`config.mk`:
```
export PLATFORM = sky130hd
export DESIGN_NAME = ac_link_ctrl
export DESIGN_NICKNAME = d
export VERILOG_FILES = /design/src/rtl/ac_link_pkg.sv /design/src/rtl/ac_link_timing.sv /design/src/rtl/ac_link_tx.sv /design/src/rtl/ac_link_rx.sv /design/src/rtl/ac_link_ctrl.sv
export SDC_FILE = /design/constraint.sdc
export NUM_CORES = 1
export LEC_CHECK = 0
export ABC_CLOCK_PERIOD_IN_PS = 3400
export BUFFER_PORTS_ARGS = -buffer_cell sky130_fd_sc_hd__buf_4
export CORE_MARGIN = 8
export CORE_UTILIZATION = 30
export DETAILED_ROUTE_END_ITERATION = 16
export GPL_ROUTABILITY_DRIVEN = 1
export GPL_TIMING_DRIVEN = 0
export PLACE_DENSITY = 0.51
export SLEW_MARGIN = 20
export SYNTH_ARGS = -nofsm -noshare
export SYNTH_HDL_FRONTEND = slang
export SYNTH_SLANG_ARGS = --single-unit
```
`constraint.sdc`:
```
create_clock -name clk -period 3.4 [get_ports clk]
set_clock_uncertainty 0.2 [all_clocks]
set_input_delay 0.17 -clock clk [delete_from_list [all_inputs] [get_ports clk]]
set_output_delay 0.17 -clock clk [all_outputs]
set_load 0.1 [all_outputs]
```
`src/rtl/ac_link_pkg.sv`:
```
package ac_link_pkg;

  // Total bit clocks in one frame.
  function automatic int unsigned frame_bits(int unsigned tag_w, int unsigned slot_w,
                                             int unsigned n_slots);
    return tag_w + n_slots * slot_w;
  endfunction

  // Bits that carry content: the tag plus the slots in use.
  function automatic int unsigned content_bits(int unsigned tag_w, int unsigned slot_w,
                                               int unsigned used);
    return tag_w + used * slot_w;
  endfunction

endpackage

```
`src/rtl/ac_link_timing.sv`:
```
module ac_link_timing #(
  parameter int unsigned TAG_W     = 16,
  parameter int unsigned FRAME_LEN = 256,
  parameter int unsigned POS_W     = 8
) (
  input  logic             clk,
  input  logic             rst,
  output logic [POS_W-1:0] pos_o,
  output logic [POS_W-1:0] next_pos_o,
  output logic             sync_o,
  output logic             frame_start_o
);

  localparam logic [POS_W-1:0] LAST_POS = POS_W'(FRAME_LEN - 1);

  logic [POS_W-1:0] pos_q;

  // The position counter names the bit slot currently on the outputs.
  always_comb begin
    if (pos_q == LAST_POS) next_pos_o = '0;
    else                   next_pos_o = pos_q + 1'b1;
  end

  always_ff @(posedge clk) begin
    if (rst) begin
      pos_q         <= LAST_POS;
      sync_o        <= 1'b0;
      frame_start_o <= 1'b0;
    end else begin
      pos_q         <= next_pos_o;
      sync_o        <= (next_pos_o < POS_W'(TAG_W));
      frame_start_o <= (next_pos_o == '0);
    end
  end

  assign pos_o = pos_q;

  // Checker: length of the SYNC high run.
  logic [POS_W:0] high_run;
  always_ff @(posedge clk) begin
    if (rst)         high_run <= '0;
    else if (sync_o) high_run <= high_run + 1'b1;
    else             high_run <= '0;
  end

  assert_sync_width_R2: assert property (@(posedge clk) disable iff (rst)
    $fell(sync_o) |-> (high_run == (POS_W+1)'(TAG_W)));

endmodule

```
`src/rtl/ac_link_tx.sv`:
```
module ac_link_tx #(
  parameter int unsigned TAG_W      = 16,
  parameter int unsigned SLOT_W     = 20,
  parameter int unsigned NUM_SLOTS  = 12,
  parameter int unsigned USED_SLOTS = 4,
  parameter int unsigned POS_W      = 8
) (
  input  logic                         clk,
  input  logic                         rst,
  input  logic [POS_W-1:0]             pos_i,
  input  logic [POS_W-1:0]             next_pos_i,
  input  logic [TAG_W-1:0]             tag_i,
  input  logic [USED_SLOTS*SLOT_W-1:0] slots_i,
  output logic                         sdo_o
);

  localparam int unsigned CONTENT_W = TAG_W + USED_SLOTS * SLOT_W;

  logic [TAG_W-1:0]             tag_keep;
  logic [USED_SLOTS*SLOT_W-1:0] slot_gated;
  logic [CONTENT_W-1:0]         content;
  logic [CONTENT_W-1:0]         shreg;

  // Flags of slots that never carry content are cleared.
  always_comb begin
    tag_keep = '1;
    for (int k = USED_SLOTS + 1; k <= NUM_SLOTS; k++) tag_keep[TAG_W-1-k] = 1'b0;
  end

  // Slot k+1 is sent only when its tag flag is set.
  for (genvar k = 0; k < USED_SLOTS; k++) begin : g_gate
    assign slot_gated[(USED_SLOTS-k)*SLOT_W-1 -: SLOT_W] =
      tag_i[TAG_W-2-k] ? slots_i[(USED_SLOTS-k)*SLOT_W-1 -: SLOT_W] : '0;
  end

  assign content = {tag_i & tag_keep, slot_gated};

  // The shift register doubles as the frame-start latch.
  always_ff @(posedge clk) begin
    if (rst) begin
      shreg <= '0;
      sdo_o <= 1'b0;
    end else if (next_pos_i == '0) begin
      shreg <= content;
      sdo_o <= 1'b0;
    end else begin
      shreg <= {shreg[CONTENT_W-2:0], 1'b0};
      sdo_o <= shreg[CONTENT_W-1];
    end
  end

  assert_tail_zero_R4: assert property (@(posedge clk) disable iff (rst)
    ((pos_i == '0) || (pos_i > POS_W'(CONTENT_W))) |-> !sdo_o);

endmodule

```
`src/rtl/ac_link_rx.sv`:
```
module ac_link_rx #(
  parameter int unsigned TAG_W      = 16,
  parameter int unsigned SLOT_W     = 20,
  parameter int unsigned USED_SLOTS = 4,
  parameter int unsigned POS_W      = 8
) (
  input  logic                         clk,
  input  logic                         rst,
  input  logic [POS_W-1:0]             pos_i,
  input  logic                         sdi,
  output logic [TAG_W-1:0]             tag_o,
  output logic [USED_SLOTS*SLOT_W-1:0] slots_o,
  output logic                         ready_o,
  output logic                         done_o
);

  localparam int unsigned CONTENT_W = TAG_W + USED_SLOTS * SLOT_W;

  logic                 samp;
  logic                 seen;
  logic [CONTENT_W-1:0] shreg;
  logic                 in_content;

  // Falling-edge capture, half a bit after the codec drives the line.
  always_ff @(negedge clk) begin
    if (rst) samp <= 1'b0;
    else     samp <= sdi;
  end

  assign in_content = (pos_i != '0) && (pos_i <= POS_W'(CONTENT_W));

  always_ff @(posedge clk) begin
    if (rst) begin
      shreg   <= '0;
      seen    <= 1'b0;
      done_o  <= 1'b0;
      tag_o   <= '0;
      slots_o <= '0;
      ready_o <= 1'b0;
    end else begin
      done_o <= 1'b0;
      if (in_content) shreg <= {shreg[CONTENT_W-2:0], samp};
      if (pos_i == POS_W'(1)) seen <= 1'b1;
      if ((pos_i == '0) && seen) begin
        done_o  <= 1'b1;
        ready_o <= shreg[CONTENT_W-1];
        if (shreg[CONTENT_W-1]) begin
          tag_o   <= shreg[CONTENT_W-1 -: TAG_W];
          slots_o <= shreg[USED_SLOTS*SLOT_W-1:0];
        end
      end
    end
  end

  assert_done_single_R7: assert property (@(posedge clk) disable iff (rst)
    done_o |=> !done_o);

  assert_discard_holds_R8: assert property (@(posedge clk) disable iff (rst)
    (done_o && !ready_o) |-> ($stable(tag_o) && $stable(slots_o)));

endmodule

```
`src/rtl/ac_link_ctrl.sv`:
```
module ac_link_ctrl #(
  parameter int unsigned TAG_W      = 16,
  parameter int unsigned SLOT_W     = 20,
  parameter int unsigned NUM_SLOTS  = 12,
  parameter int unsigned USED_SLOTS = 4
) (
  input  logic                         clk,
  input  logic                         rst,
  input  logic [TAG_W-1:0]             tx_tag_i,
  input  logic [USED_SLOTS*SLOT_W-1:0] tx_slots_i,
  input  logic                         sdata_in,
  output logic                         sync_o,
  output logic                         sdata_out,
  output logic                         frame_start_o,
  output logic                         frame_done_o,
  output logic [TAG_W-1:0]             rx_tag_o,
  output logic [USED_SLOTS*SLOT_W-1:0] rx_slots_o,
  output logic                         codec_ready_o
);

  import ac_link_pkg::*;

  localparam int unsigned FRAME_LEN = frame_bits(TAG_W, SLOT_W, NUM_SLOTS);
  localparam int unsigned POS_W     = $clog2(FRAME_LEN);

  logic [POS_W-1:0] pos;
  logic [POS_W-1:0] next_pos;

  ac_link_timing #(.TAG_W(TAG_W), .FRAME_LEN(FRAME_LEN), .POS_W(POS_W)) u_timing (
    .clk(clk), .rst(rst), .pos_o(pos), .next_pos_o(next_pos),
    .sync_o(sync_o), .frame_start_o(frame_start_o)
  );

  ac_link_tx #(.TAG_W(TAG_W), .SLOT_W(SLOT_W), .NUM_SLOTS(NUM_SLOTS),
               .USED_SLOTS(USED_SLOTS), .POS_W(POS_W)) u_tx (
    .clk(clk), .rst(rst), .pos_i(pos), .next_pos_i(next_pos),
    .tag_i(tx_tag_i), .slots_i(tx_slots_i), .sdo_o(sdata_out)
  );

  ac_link_rx #(.TAG_W(TAG_W), .SLOT_W(SLOT_W), .USED_SLOTS(USED_SLOTS),
               .POS_W(POS_W)) u_rx (
    .clk(clk), .rst(rst), .pos_i(pos), .sdi(sdata_in),
    .tag_o(rx_tag_o), .slots_o(rx_slots_o), .ready_o(codec_ready_o),
    .done_o(frame_done_o)
  );

  // Checker: spacing between frame starts.
  logic [POS_W:0] gap;
  logic           fs_seen;
  always_ff @(posedge clk) begin
    if (rst) begin
      gap     <= '0;
      fs_seen <= 1'b0;
    end else if (frame_start_o) begin
      gap     <= '0;
      fs_seen <= 1'b1;
    end else begin
      gap <= gap + 1'b1;
    end
  end

  assert_frame_period_R1: assert property (@(posedge clk) disable iff (rst)
    (frame_start_o && fs_seen) |-> (gap == (POS_W+1)'(FRAME_LEN - 1)));

  assert_start_on_sync_R1: assert property (@(posedge clk) disable iff (rst)
    frame_start_o |-> $rose(sync_o));

  assert_reset_quiet_R10: assert property (@(posedge clk)
    rst |=> (!sync_o && !sdata_out && !frame_done_o && !frame_start_o));

endmodule

```
; ---- Word level (Yosys, flattened, before mapping)
; Cells that the tools add are included.
[word_totals]
register_bits = 303
out_inout_bits = 101
[op_classes]
n_eq_ne = 2
n_mux = 7
order_cmp = 2
reduce_logical = 8
n_addsub = 1
bitwise = 2
[op_table]
columns = op, count
row1 = 2-to-1 mux 96 bit, 1
row2 = 2-to-1 mux 20 bit, 4
row3 = zero test 8 bit, 2
row4 = adder 8 x 1 -> 8 bit (second input constant), 1
row5 = == test 8 x 1 -> 1 bit (second input constant), 1
row6 = == test 8 bit (second input constant), 1
row7 = less-or-equal comparator 8 x 7 -> 1 bit (second input constant), 1
row8 = < comparator 8 x 5 -> 1 bit (second input constant), 1
row9 = 2-to-1 mux 8 bit, 1
row10 = nonzero test 8 bit, 1
row11 = OR reduction 3 bit, 1
row12 = logical AND 1 bit, 2
row13 = inverter 1 bit, 2
row14 = AND reduction 2 bit, 1
row15 = OR reduction 2 bit, 1
row16 = 2-to-1 mux 1 bit, 1

; ---- Depth between registers and ports, before layout
[depth]
word_depth = 5
depth_mapped = 9
depth_no_buf = 6

; ---- Hierarchy
; Synthesis repeated with hierarchy kept, for this count alone.
[hier_totals]
cells_unflattened = 1230
area_unflattened_um2 = 11305.8
[by_module_without_submodules]
columns = mod, cells_each, n_inst, area_each_um2
row1 = ac_link_rx, 747, 1, 7054.3
row2 = ac_link_tx, 430, 1, 3772.4
row3 = ac_link_timing, 53, 1, 479.2

==> impl_metrics.toml <==
[status]
run_status = "complete, no violations"

[final_layout]
final_layout_size_suffix_gt1_share_pct = 23.7
design.final.nets = 1578
postLayoutCellArea_sq_mm = 0.0155
area_growth_syn_to_layout_pct = 36.6
fill_cells = 3810
antenna_cells = 0
finalCoreUtilization_pct = 41.4

[cts]
clockBufferDepth = 3
clkSinkCount = 303
ctsRootBufferMaster = "clkbuf_16"
htree_levels = 2
worst_path_clk_slew_ps = 60
cts_tree = "built"
num_cts_buffers = 36
worst_skew_pair.late_latency_ps = 580

[logic_synthesis]
synth_flop_cell = "dfxtp_1"
netlist_area_sq_mm = 0.0114
synth_top_family_by_area = "simple AND/OR/NAND/NOR gates"
post_synthesis_sequential_area_ratio_pct = 53.4
synth-compound-area-share_pct = 12.2
synth_warnings = 0
synth.net_count = 1259
synthSimpleGateAreaFrac_pct = 21.3
post_synthesis_cell_count = 1157
synth_adder_area_share_pct = 0.330
synth_xor_area_share_pct = 0.231
synth-edff-count = 0
synth.ff_latch_count = 303
synth_mux_area_share_pct = 8.45
yosysUniqueCellTypes = 39
synthesis.area_per_instance_sq_um = 9.82
async_s_r_ff_share_synth_pct = 0

[global_routing]
grt_use_total_pct = 13.6
grt_first_pass_wirelength_um = 49900
antenna_violations_before_repair = 0
vias_in_the_first_global_route = 9463
grt_start_max_net_pins = 14
globalRouteOverflowTotal = 0

[worst_setup_path]
number_of_stages_on_the_worst_setup_path = 8
crit_path_start = "u_timing.pos_o[3]$_SDFF_PP1_"
worst_ep_arrival_time_ps = 3440
worstReg2RegStart = "u_timing.pos_o[3]$_SDFF_PP1_"
critical_path_class = "reg -> reg"
worst_setup_path_end_kind = "register"
cpMostUsedCell = "clkbuf_1"
cp_num_buf_inv = 4
worst_r2r_path_depth = 8
timing.critical_path.required_ps = 3610
start_kind = "register"
cp_top_delay_family = "buffers and inverters"
critical_path_fanout_max = 10
critPathSlowestCell = "dlygate4sd3_1"
worst_path_largest_cell_delay_ps = 550
cp_cell_instances = "clkbuf_1, or4_1, nor4_4, buf_4, clkbuf_1, nor4b_1, a31o_2, dlygate4sd3_1"

[place]
place.detailed.hpwl_um = 21500
place.port_buffers = 191
dpl_worst_slack_ps = 77.0
placed_cell_area_sq_mm = 0.0134
place.gp.congestion = 0.728

[floorplanning]
core_area_sq_mm = 0.0375
io_pins = 200
fp.dieW_um = 211
fp.dieH_um = 211
initial_utilization_pct = 30.3
row_count = 71
die_area_sq_mm = 0.0444

[power]
logic_pwr_share_pct = 16.7
max-vdd-ir-drop_mv = 0.283
power.density_cell_area_mw_per_mm2 = 591
total_net_switching_power_mw = 2.46
static-leakage-power_nw = 5.78
internal_power_mw = 6.71
swShare_pct = 26.8
clock_power_share_pct = 42.2
power_frac_seq_pct = 41.1

[routing]
initialDrtViolationCount = 354
first_pass_iters = 4
detail_route.vias_per_cell = 4.58
dr_total_vias = 9211
wl_cell_um = 15.3
route.final.wire_length_um = 30800
route.antenna.remaining_nets = 0
drcViolationCount = 0

[job]
drv_cap = 0

[sta]
tightest_slew_ps = 893
fin_ws_ps = 174
setup_total_negative_slack_ps = 0
timing.max_slew.rel_slack_pct = 40.5
finalCriticalPeriod_ps = 3230
final_hold_viol_count = 0
finalCritPeriodShare_pct = 94.9
report.final.slew_viol_count = 0
grt_setup_unrepaired = "false"
achievable-frequency_ghz = 0.310
setup_viol = 0

[worst_hold_path]
holdPathStages = 5
worst_hold_startpoint = "rst"
hold_class = "in -> reg"
==> final timing paths <==
kind / to / slack (ps)
worst max register to register: u_tx.shreg[40]$_SDFF_PP0_ / 170
worst min-delay path: u_tx.shreg[81]$_SDFF_PP0_ / 150
worst max-delay path: u_tx.shreg[40]$_SDFF_PP0_ / 170
worst min register to register: u_tx.shreg[88]$_SDFF_PP0_ / 220
==> logic make-up (layout without fill, tap and decap cells) <==
group                    count (synthesis)  in the layout
flip-flops                             303            303
multiplexers                            96             96
adder cells (fa/ha/maj)                  3              3
AO/OA/AOI/OAI                          209            209
XOR/XNOR                                 3              3
buffers and inverters                  110            452
AND/OR/NAND/NOR                        433            433
==> tightest hold or removal path, stage by stage <==
cell	delay (ps)
buf_4	130
clkbuf_1	230
nor2b_1	150
o21ai_0	80
o21ai_0	70
==> layout make-up <==
| type | count | area (sq um) | share of cell area [%] |
|---|---|---|---|
| plain buffers | 107 | 467 | 3.01 |
| multi-input cells | 744 | 4820 | 31.1 |
| flip-flops and latches | 303 | 6070 | 39.1 |
| clock inverters | 13 | 199 | 1.28 |
| inverters | 2 | 7.51 | 0.0484 |
| clock buffers | 49 | 990 | 6.38 |
| well taps | 511 | 639 | 4.12 |
| repair buffers | 281 | 2330 | 15.0 |
==> synth_stat cells (all sizes together), types with 4 or more instances <==
| library cell | number | area, sq um |
|---|---|---|
| nor3 | 4 | 20.0 |
| nor2 | 11 | 41.3 |
| buf | 31 | 180 |
| nand3 | 5 | 25.0 |
| o21ai | 16 | 80.1 |
| or2 | 4 | 25.0 |
| nor4b | 80 | 716 |
| and2 | 9 | 56.3 |
| nand2b | 106 | 663 |
| o21bai | 6 | 45.0 |
| dfxtp | 303 | 6070 |
| a31o | 79 | 692 |
| a21oi | 98 | 490 |
| nand2 | 195 | 732 |
| nor2b | 9 | 56.3 |
| mux2i | 96 | 961 |
| clkbuf | 76 | 285 |
==> power by group through the flow <==
stage          sequential [mW]  combinational [mW]  clock (mW)
2_1_floorplan             3.87                1.02     0.00368
4_1_cts                   3.77                1.55        4.01
6_report                  3.77                1.53        3.87
3_3_place_gp              3.85                1.45     0.00368
3_5_place_dp              3.85                1.45     0.00368
5_1_grt                   3.79                1.68        4.15
==> metal layers <==
metal / part of all wire [%] / GRT usage [%] / up-vias
met4: 2.6 / 4.61 / 0
met2: 47 / 22.9 / 151
li1: - / - / 4675
met1: 46 / 17.2 / 4332
met3: 4.5 / 2.98 / 53
met5: 0 / 0 / -
==> sequential cells by signal, summed over array words and instances, names as in the netlist <==
signal	count
u_rx.shreg	96
u_tx.shreg	96
u_rx.slots_o	80
u_rx.tag_o	16
u_timing.pos_o	8
u_rx.done_o	1
u_rx.ready_o	1
u_rx.samp	1
u_rx.seen	1
u_timing.frame_start_o	1
u_timing.sync_o	1
u_tx.sdo_o	1
==> cell usage in the layout (no fill, tap or decap), types with 3 or more instances in the layout <==
cell type      instances
nor4b_1               79
nor2b_1                9
a31o_1                 3
clkbuf_1              84
nand2b_1             106
a31o_2                76
nand2_1              195
nand3_1                5
bufinv_16              4
buf_2                 18
a21oi_1               98
mux2i_1               96
ha_1                   3
a31oi_1                3
clkbuf_16             36
o21bai_1               6
clkinv_2               3
nor2_1                11
inv_1                  3
or2_2                  3
dlygate4sd3_1         88
buf_4                204
o21ai_0               16
and2_1                 9
dfxtp_1              303
clkbuf_8               4
nor3_1                 4
==> stage by stage <==
stage / cells / hold WS, ps / total power, mW
after floorplan: 1157 / 101 / 4.89
after global placement: 1859 / 199 / 5.30
after detailed placement: 1859 / 193 / 5.30
after CTS: 2008 / 122 / 9.32
after global routing: 2010 / 200 / 9.62
final: 2010 / 148 / 9.18
==> repair_timing <==
item | CTS | global route
resized for setup | 0 | 2
hold endpoints to repair | 84 | 0
hold buffers | 88 | 0
setup endpoints to repair | 0 | 3
setup buffers | 0 | 2
(Power assumes the default switching activity.)
